==> src/rtl/zbt_pkg.sv <==
package zbt_pkg;
  parameter int BEAT_BITS = 2;

  typedef struct packed {
    logic step;
    logic wrEn;
    logic rdEn;
  } strobe_t;
endpackage

==> src/rtl/zbt_ctrl.sv <==
module zbt_ctrl
  import zbt_pkg::*;
#(
  parameter int ADDR_W     = 6,
  parameter int LANES      = 4,
  parameter bit INTERLEAVE = 1'b0
) (
  input  logic              clk,
  input  logic              rstN,
  input  logic              cenN,
  input  logic              sleep,
  input  logic              advLd,
  input  logic              weN,
  input  logic              ce1N,
  input  logic              ce2,
  input  logic              ce3N,
  input  logic [LANES-1:0]  bwN,
  input  logic [ADDR_W-1:0] addr,
  output strobe_t           strb,
  output logic [ADDR_W-1:0] memAddr,
  output logic [LANES-1:0]  memLanes
);
  typedef struct packed {
    logic              valid;
    logic              write;
    logic [ADDR_W-1:0] addr;
    logic [LANES-1:0]  lanes;
  } entry_t;

  logic step, selected;
  entry_t stage1, stage2, nextEntry;
  logic burstOn, burstWr;
  logic [ADDR_W-1:0] burstBase;
  logic [BEAT_BITS-1:0] burstCnt, cntNext, beatLow;

  assign step     = !cenN && !sleep;
  assign selected = !ce1N && ce2 && !ce3N;
  assign cntNext  = burstCnt + 1'b1;

  generate
    if (INTERLEAVE) begin : g_xorOrder
      assign beatLow = burstBase[BEAT_BITS-1:0] ^ cntNext;
    end else begin : g_addOrder
      assign beatLow = burstBase[BEAT_BITS-1:0] + cntNext;
    end
  endgenerate

  always_comb begin
    nextEntry = '0;
    if (!advLd) begin
      if (selected) begin
        nextEntry.valid = 1'b1;
        nextEntry.write = !weN;
        nextEntry.addr  = addr;
        nextEntry.lanes = weN ? '0 : ~bwN;
      end
    end else if (burstOn) begin
      nextEntry.valid = 1'b1;
      nextEntry.write = burstWr;
      nextEntry.addr  = {burstBase[ADDR_W-1:BEAT_BITS], beatLow};
      nextEntry.lanes = burstWr ? ~bwN : '0;
    end
  end

  always_ff @(posedge clk or negedge rstN) begin
    if (!rstN) begin
      stage1    <= '0;
      stage2    <= '0;
      burstOn   <= 1'b0;
      burstWr   <= 1'b0;
      burstBase <= '0;
      burstCnt  <= '0;
    end else if (step) begin
      stage1 <= nextEntry;
      stage2 <= stage1;
      if (!advLd) begin
        burstOn   <= selected;
        burstWr   <= !weN;
        burstBase <= addr;
        burstCnt  <= '0;
      end else if (burstOn) begin
        burstCnt <= cntNext;
      end
    end
  end

  always_comb begin
    strb.step = step;
    strb.wrEn = step && stage2.valid && stage2.write;
    strb.rdEn = step && stage2.valid && !stage2.write;
    memAddr   = stage2.addr;
    memLanes  = stage2.lanes;
  end
endmodule

==> src/rtl/zbt_datapath.sv <==
module zbt_datapath
  import zbt_pkg::*;
#(
  parameter int ADDR_W = 6,
  parameter int LANES  = 4,
  parameter int LANE_W = 9
) (
  input  logic                    clk,
  input  logic                    rstN,
  input  strobe_t                 strb,
  input  logic [ADDR_W-1:0]       memAddr,
  input  logic [LANES-1:0]        memLanes,
  input  logic                    oeN,
  input  logic [LANES*LANE_W-1:0] dIn,
  output logic [LANES*LANE_W-1:0] dOut,
  output logic                    dOutEn
);
  localparam int DATA_W = LANES * LANE_W;
  localparam int DEPTH  = 1 << ADDR_W;

  logic [DATA_W-1:0] mem [DEPTH];
  logic [DATA_W-1:0] rdData;
  logic              outValid;

  always_ff @(posedge clk or negedge rstN) begin
    if (!rstN) begin
      for (int j = 0; j < DEPTH; j++) mem[j] <= '0;
    end else if (strb.wrEn) begin
      for (int i = 0; i < LANES; i++) begin
        if (memLanes[i]) mem[memAddr][i*LANE_W +: LANE_W] <= dIn[i*LANE_W +: LANE_W];
      end
    end
  end

  always_ff @(posedge clk or negedge rstN) begin
    if (!rstN) begin
      rdData   <= '0;
      outValid <= 1'b0;
    end else if (strb.step) begin
      outValid <= strb.rdEn;
      if (strb.rdEn) rdData <= mem[memAddr];
    end
  end

  assign dOut   = rdData;
  assign dOutEn = outValid && !oeN;
endmodule

==> src/rtl/zbt_sram.sv <==
module zbt_sram
  import zbt_pkg::*;
#(
  parameter int ADDR_W     = 6,
  parameter int LANES      = 4,
  parameter int LANE_W     = 9,
  parameter bit INTERLEAVE = 1'b0
) (
  input  logic                    clk,
  input  logic                    rstN,
  input  logic                    cenN,
  input  logic                    sleep,
  input  logic                    advLd,
  input  logic                    weN,
  input  logic                    ce1N,
  input  logic                    ce2,
  input  logic                    ce3N,
  input  logic [LANES-1:0]        bwN,
  input  logic [ADDR_W-1:0]       addr,
  input  logic                    oeN,
  input  logic [LANES*LANE_W-1:0] dIn,
  output logic [LANES*LANE_W-1:0] dOut,
  output logic                    dOutEn
);
  strobe_t           strb;
  logic [ADDR_W-1:0] memAddr;
  logic [LANES-1:0]  memLanes;

  zbt_ctrl #(.ADDR_W(ADDR_W), .LANES(LANES), .INTERLEAVE(INTERLEAVE)) ctrl_i (
    .clk(clk), .rstN(rstN), .cenN(cenN), .sleep(sleep), .advLd(advLd), .weN(weN),
    .ce1N(ce1N), .ce2(ce2), .ce3N(ce3N), .bwN(bwN), .addr(addr),
    .strb(strb), .memAddr(memAddr), .memLanes(memLanes)
  );

  zbt_datapath #(.ADDR_W(ADDR_W), .LANES(LANES), .LANE_W(LANE_W)) data_i (
    .clk(clk), .rstN(rstN), .strb(strb), .memAddr(memAddr), .memLanes(memLanes),
    .oeN(oeN), .dIn(dIn), .dOut(dOut), .dOutEn(dOutEn)
  );
endmodule

==> config.mk <==
export PLATFORM = sky130hd
export DESIGN_NAME = zbt_sram
export DESIGN_NICKNAME = d
export VERILOG_FILES = /design/src/rtl/zbt_pkg.sv /design/src/rtl/zbt_ctrl.sv /design/src/rtl/zbt_datapath.sv /design/src/rtl/zbt_sram.sv
export SDC_FILE = /design/constraint.sdc
export NUM_CORES = 2
export LEC_CHECK = 0
export BUFFER_PORTS_ARGS = -buffer_cell sky130_fd_sc_hd__buf_2
export CORE_MARGIN = 2
export CORE_UTILIZATION = 58
export CTS_CLUSTER_DIAMETER = 40
export DETAILED_ROUTE_END_ITERATION = 6
export PLACE_DENSITY = 0.73
export SETUP_SLACK_MARGIN = 0.02
export SLEW_MARGIN = 25
export SYNTH_ARGS = -nofsm -noshare
export SYNTH_HDL_FRONTEND = slang
export SYNTH_HIERARCHICAL = 1
export SYNTH_SLANG_ARGS = --single-unit
==> constraint.sdc <==
create_clock -name clk -period 4 [get_ports clk]
set_clock_uncertainty 0.05 [all_clocks]
set_input_delay 1.2 -clock clk [delete_from_list [all_inputs] [get_ports clk]]
set_output_delay 1.2 -clock clk [all_outputs]
set_load 0.005 [all_outputs]
==> flow_summary.json <==
{
  "ir_drop_mv": 0.466,
  "cts_setup_buffers": 0,
  "grt_pass1_vias": 75124,
  "slew_violations": 0,
  "coreArea_um2": 185000,
  "synthCells": 7645,
  "cp.required_ns": 4.74,
  "synth_largest_area_cell": "dfrtp_1",
  "setup_violations": 0,
  "grt_max_degree": 131,
  "dpl.cell_count": 10244,
  "hp-class": "primary input to asynchronous set/reset pin",
  "tightest_slew_ns": 1.12,
  "cts_hold_buf": 0,
  "hold_viol_final": 0,
  "cts_tree": "yes",
  "startpoint_type": "register",
  "critPathMaxFanout": 19,
  "cts_max_level": 5,
  "routedWlPerCell_um": 31.1,
  "maxCapViolations": 0,
  "placement.cell_area_um2": 116000,
  "start_util": 0.583,
  "cellPowerDensity_nw_per_um2": 463,
  "grt_usage": 0.355,
  "leakage_nw": 60.3,
  "syn_area_um2": 108000,
  "core.rowCount": 158,
  "final_cells": 10837,
  "cp.arrival_ns": 4.64,
  "ioPinCount": 93,
  "dr.pass1.iters": 6,
  "finalInstanceArea_um2": 127000,
  "drive_gt1_frac": 0.512,
  "syn2layout_area_growth_pct": 17.3,
  "setup_tns_ns": 0,
  "fin_nets": 8161,
  "synth_top_area_share": 0.549,
  "fin_crit_ns": 3.90,
  "synth-edff-count": 0,
  "io_buffers": 92,
  "grt_use_met3": 0.0785,
  "synth_area_leaders": "dfrtp_1 55%, mux2_2 25%, mux4_2 4.2%, mux2i_1 2.1%, a221oi_1 2.0%",
  "worstSkewPairLatency_ns": 0.96,
  "finalCritPeriodShare": 0.974,
  "rsz0062_at_grt": "false",
  "cts.clk_slew.worst_paths_ns": 0.06,
  "yosys_warnings": 6,
  "busiest_layer": "met2",
  "clockRootBuffer": "clkbuf_16",
  "max_freq_ghz": 0.257,
  "synth_top_flop_cell": "dfrtp_1",
  "drtIter0Drc": 8100,
  "relSlewSlack": 0.254,
  "cts.sinks": 2375,
  "synthesis.nets": 7702,
  "vias": 73071,
  "synth_cell_types": 75,
  "grt_first_pass_wirelength_um": 504000,
  "cts-buffers-inserted": 338,
  "antenna_found_initial": 14,
  "synthArstFlopShare": 1.00,
  "met2_usage": 0.536,
  "critical_path_class": "register to register",
  "grtUsageMet1": 0.490,
  "yosys_register_bits": 2375,
  "drc": 0,
  "cp-end-kind": "register",
  "routabilityCongestion": 0.904,
  "status": "finished clean",
  "routed_wl_um": 337000,
  "die_area_um2": 190000,
  "viasPerCell": 6.74,
  "clockBufferDepth": 4,
  "postRouteAntennaNets": 0,
  "syn_avg_cell_area_um2": 14.1,
  "yosysSeqAreaShare": 0.549,
  "global_route.overflow_total": 0,
  "fp.dieW_um": 436,
  "die_h_um": 436,
  "place_hpwl_um": 214000
}
-- synthesized netlist by cell type (all sizes together), types with 22 or more instances --
library cell,instances
nand2,188
a31oi,22
clkbuf,327
o21ai,134
mux2,2482
mux4,200
nor2,405
dfrtp,2375
a22o,45
o22ai,102
a221o,28
a221oi,242
buf,297
a22oi,159
a21oi,154
mux2i,222
nand3,25
-- report_power, final --
group | internal [W] | total [W] | switching (W)
clock | 0.0188 | 0.0300 | 0.0112
combinational | 0.00113 | 0.00421 | 0.00308
sequential | 0.0242 | 0.0245 | 0.000331
total | 0.0441 | 0.0588 | 0.0147
-- layer usage --
metal  share of wire  up-vias
met2            0.46     3789
met1            0.40    38783
met5         0.00045        -
met4           0.053       22
met3           0.094      995
li1                -    29482
-- state kept, by name, indices dropped and copies added, names as in the netlist --
signal            count
ctrl_i/stage2         2
ctrl_i/stage1        12
ctrl_i/memLanes       4
ctrl_i/burstBase      6
ctrl_i/burstCnt       2
data_i/mem         2304
ctrl_i/burstOn        1
ctrl_i/burstWr        1
ctrl_i/memAddr        6
data_i/outValid       1
data_i/dOut          36
-- timing repair --
item,CTS,global route
endpoints found under the setup margin,1,0
endpoints found under the hold margin,0,0
gates resized for setup,1,0
-- path summary, 6_finish.rpt --
| check | start | endpoint | slack, ns | cells after the start |
|---|---|---|---|---|
| worst max-delay path | ctrl_i/memAddr[3] | data_i/dOut[17] | 0.10 | 7 |
| worst min-delay path | rstN | data_i/mem[1004] | 0.17 | 1 |
| worst max register to register | ctrl_i/memAddr[3] | data_i/dOut[17] | 0.10 | 7 |
| worst min register to register | ctrl_i/stage1[10] | ctrl_i/stage2[10] | 0.42 | 2 |
| max in group asynchronous | rstN | data_i/mem[661] | 2.53 | 3 |
| min in group clk | ctrl_i/stage1[10] | ctrl_i/stage2[10] | 0.42 | 2 |
-- cell usage in the layout (no fill, tap or decap), types with 10 or more instances in the layout --
cell type,count
mux2_2,2446
dfrtp_1,2371
buf_4,537
clkbuf_16,345
nor2_2,255
a221oi_1,242
mux2i_1,222
mux4_2,200
nand2_1,164
a22oi_1,158
a21oi_1,154
nor2_1,142
o21ai_0,133
buf_12,122
o22ai_1,102
buf_2,84
a22o_1,45
clkinvlp_4,38
clkbuf_8,36
bufinv_16,35
inv_6,33
clkinv_2,31
clkbuf_1,31
mux2_1,30
a221o_1,28
clkinv_4,26
nand3_1,24
nand2_2,23
a31oi_1,22
o2bb2ai_1,19
o32a_1,15
o22a_1,13
o221ai_1,12
a211oi_1,11
a222oi_1,11
diode_2,10
o211ai_1,10
-- cell families after synthesis --
| logic type | share of synthesized area |
|---|---|
| and+or+nand+nor | 0.0338 |
| DFF | 0.549 |
| muxes | 0.321 |
| adders and majority gates | 0.000116 |
| AOI/OAI and AO/OA | 0.0689 |
| xor gates and xnor gates | 0.000243 |
| buffers and inverters | 0.0267 |
-- layout make-up --
| cell class | count | area (µm²) |
|---|---|---|
| Sequential cell | 2375 | 59400 |
| Clock inverter | 171 | 2100 |
| Fill cell | 12718 | 58500 |
| Antenna cell | 10 | 25.0 |
| Timing Repair Buffer | 743 | 6890 |
| Clock buffer | 412 | 9250 |
| Multi-Input combinational cell | 4639 | 46000 |
| Tap cell | 2480 | 3100 |
| Inverter | 7 | 38.8 |
-- critical path, stage by stage (launching register included) --
cell and delay, ns:
dfrtp_1 0.75, nand3b_1 0.92, nor2_1 0.39, a22oi_1 0.48
nand3_1 0.15, nor4b_1 0.67, buf_4 0.22, a41oi_1 0.11
-- per-stage QoR --
step                      utilization  power (W)  hold WS [ns]  setup WS [ns]
after detailed placement        0.623     0.0290         0.400         -0.186
after CTS                       0.684     0.0589         0.130          0.226
after global routing            0.684     0.0602         0.151          0.118
after global placement          0.623     0.0290         0.407         -0.177
final                           0.684     0.0588         0.172          0.104
after floorplan                     -     0.0266         0.388          0.552
(Power assumes the default switching activity.)
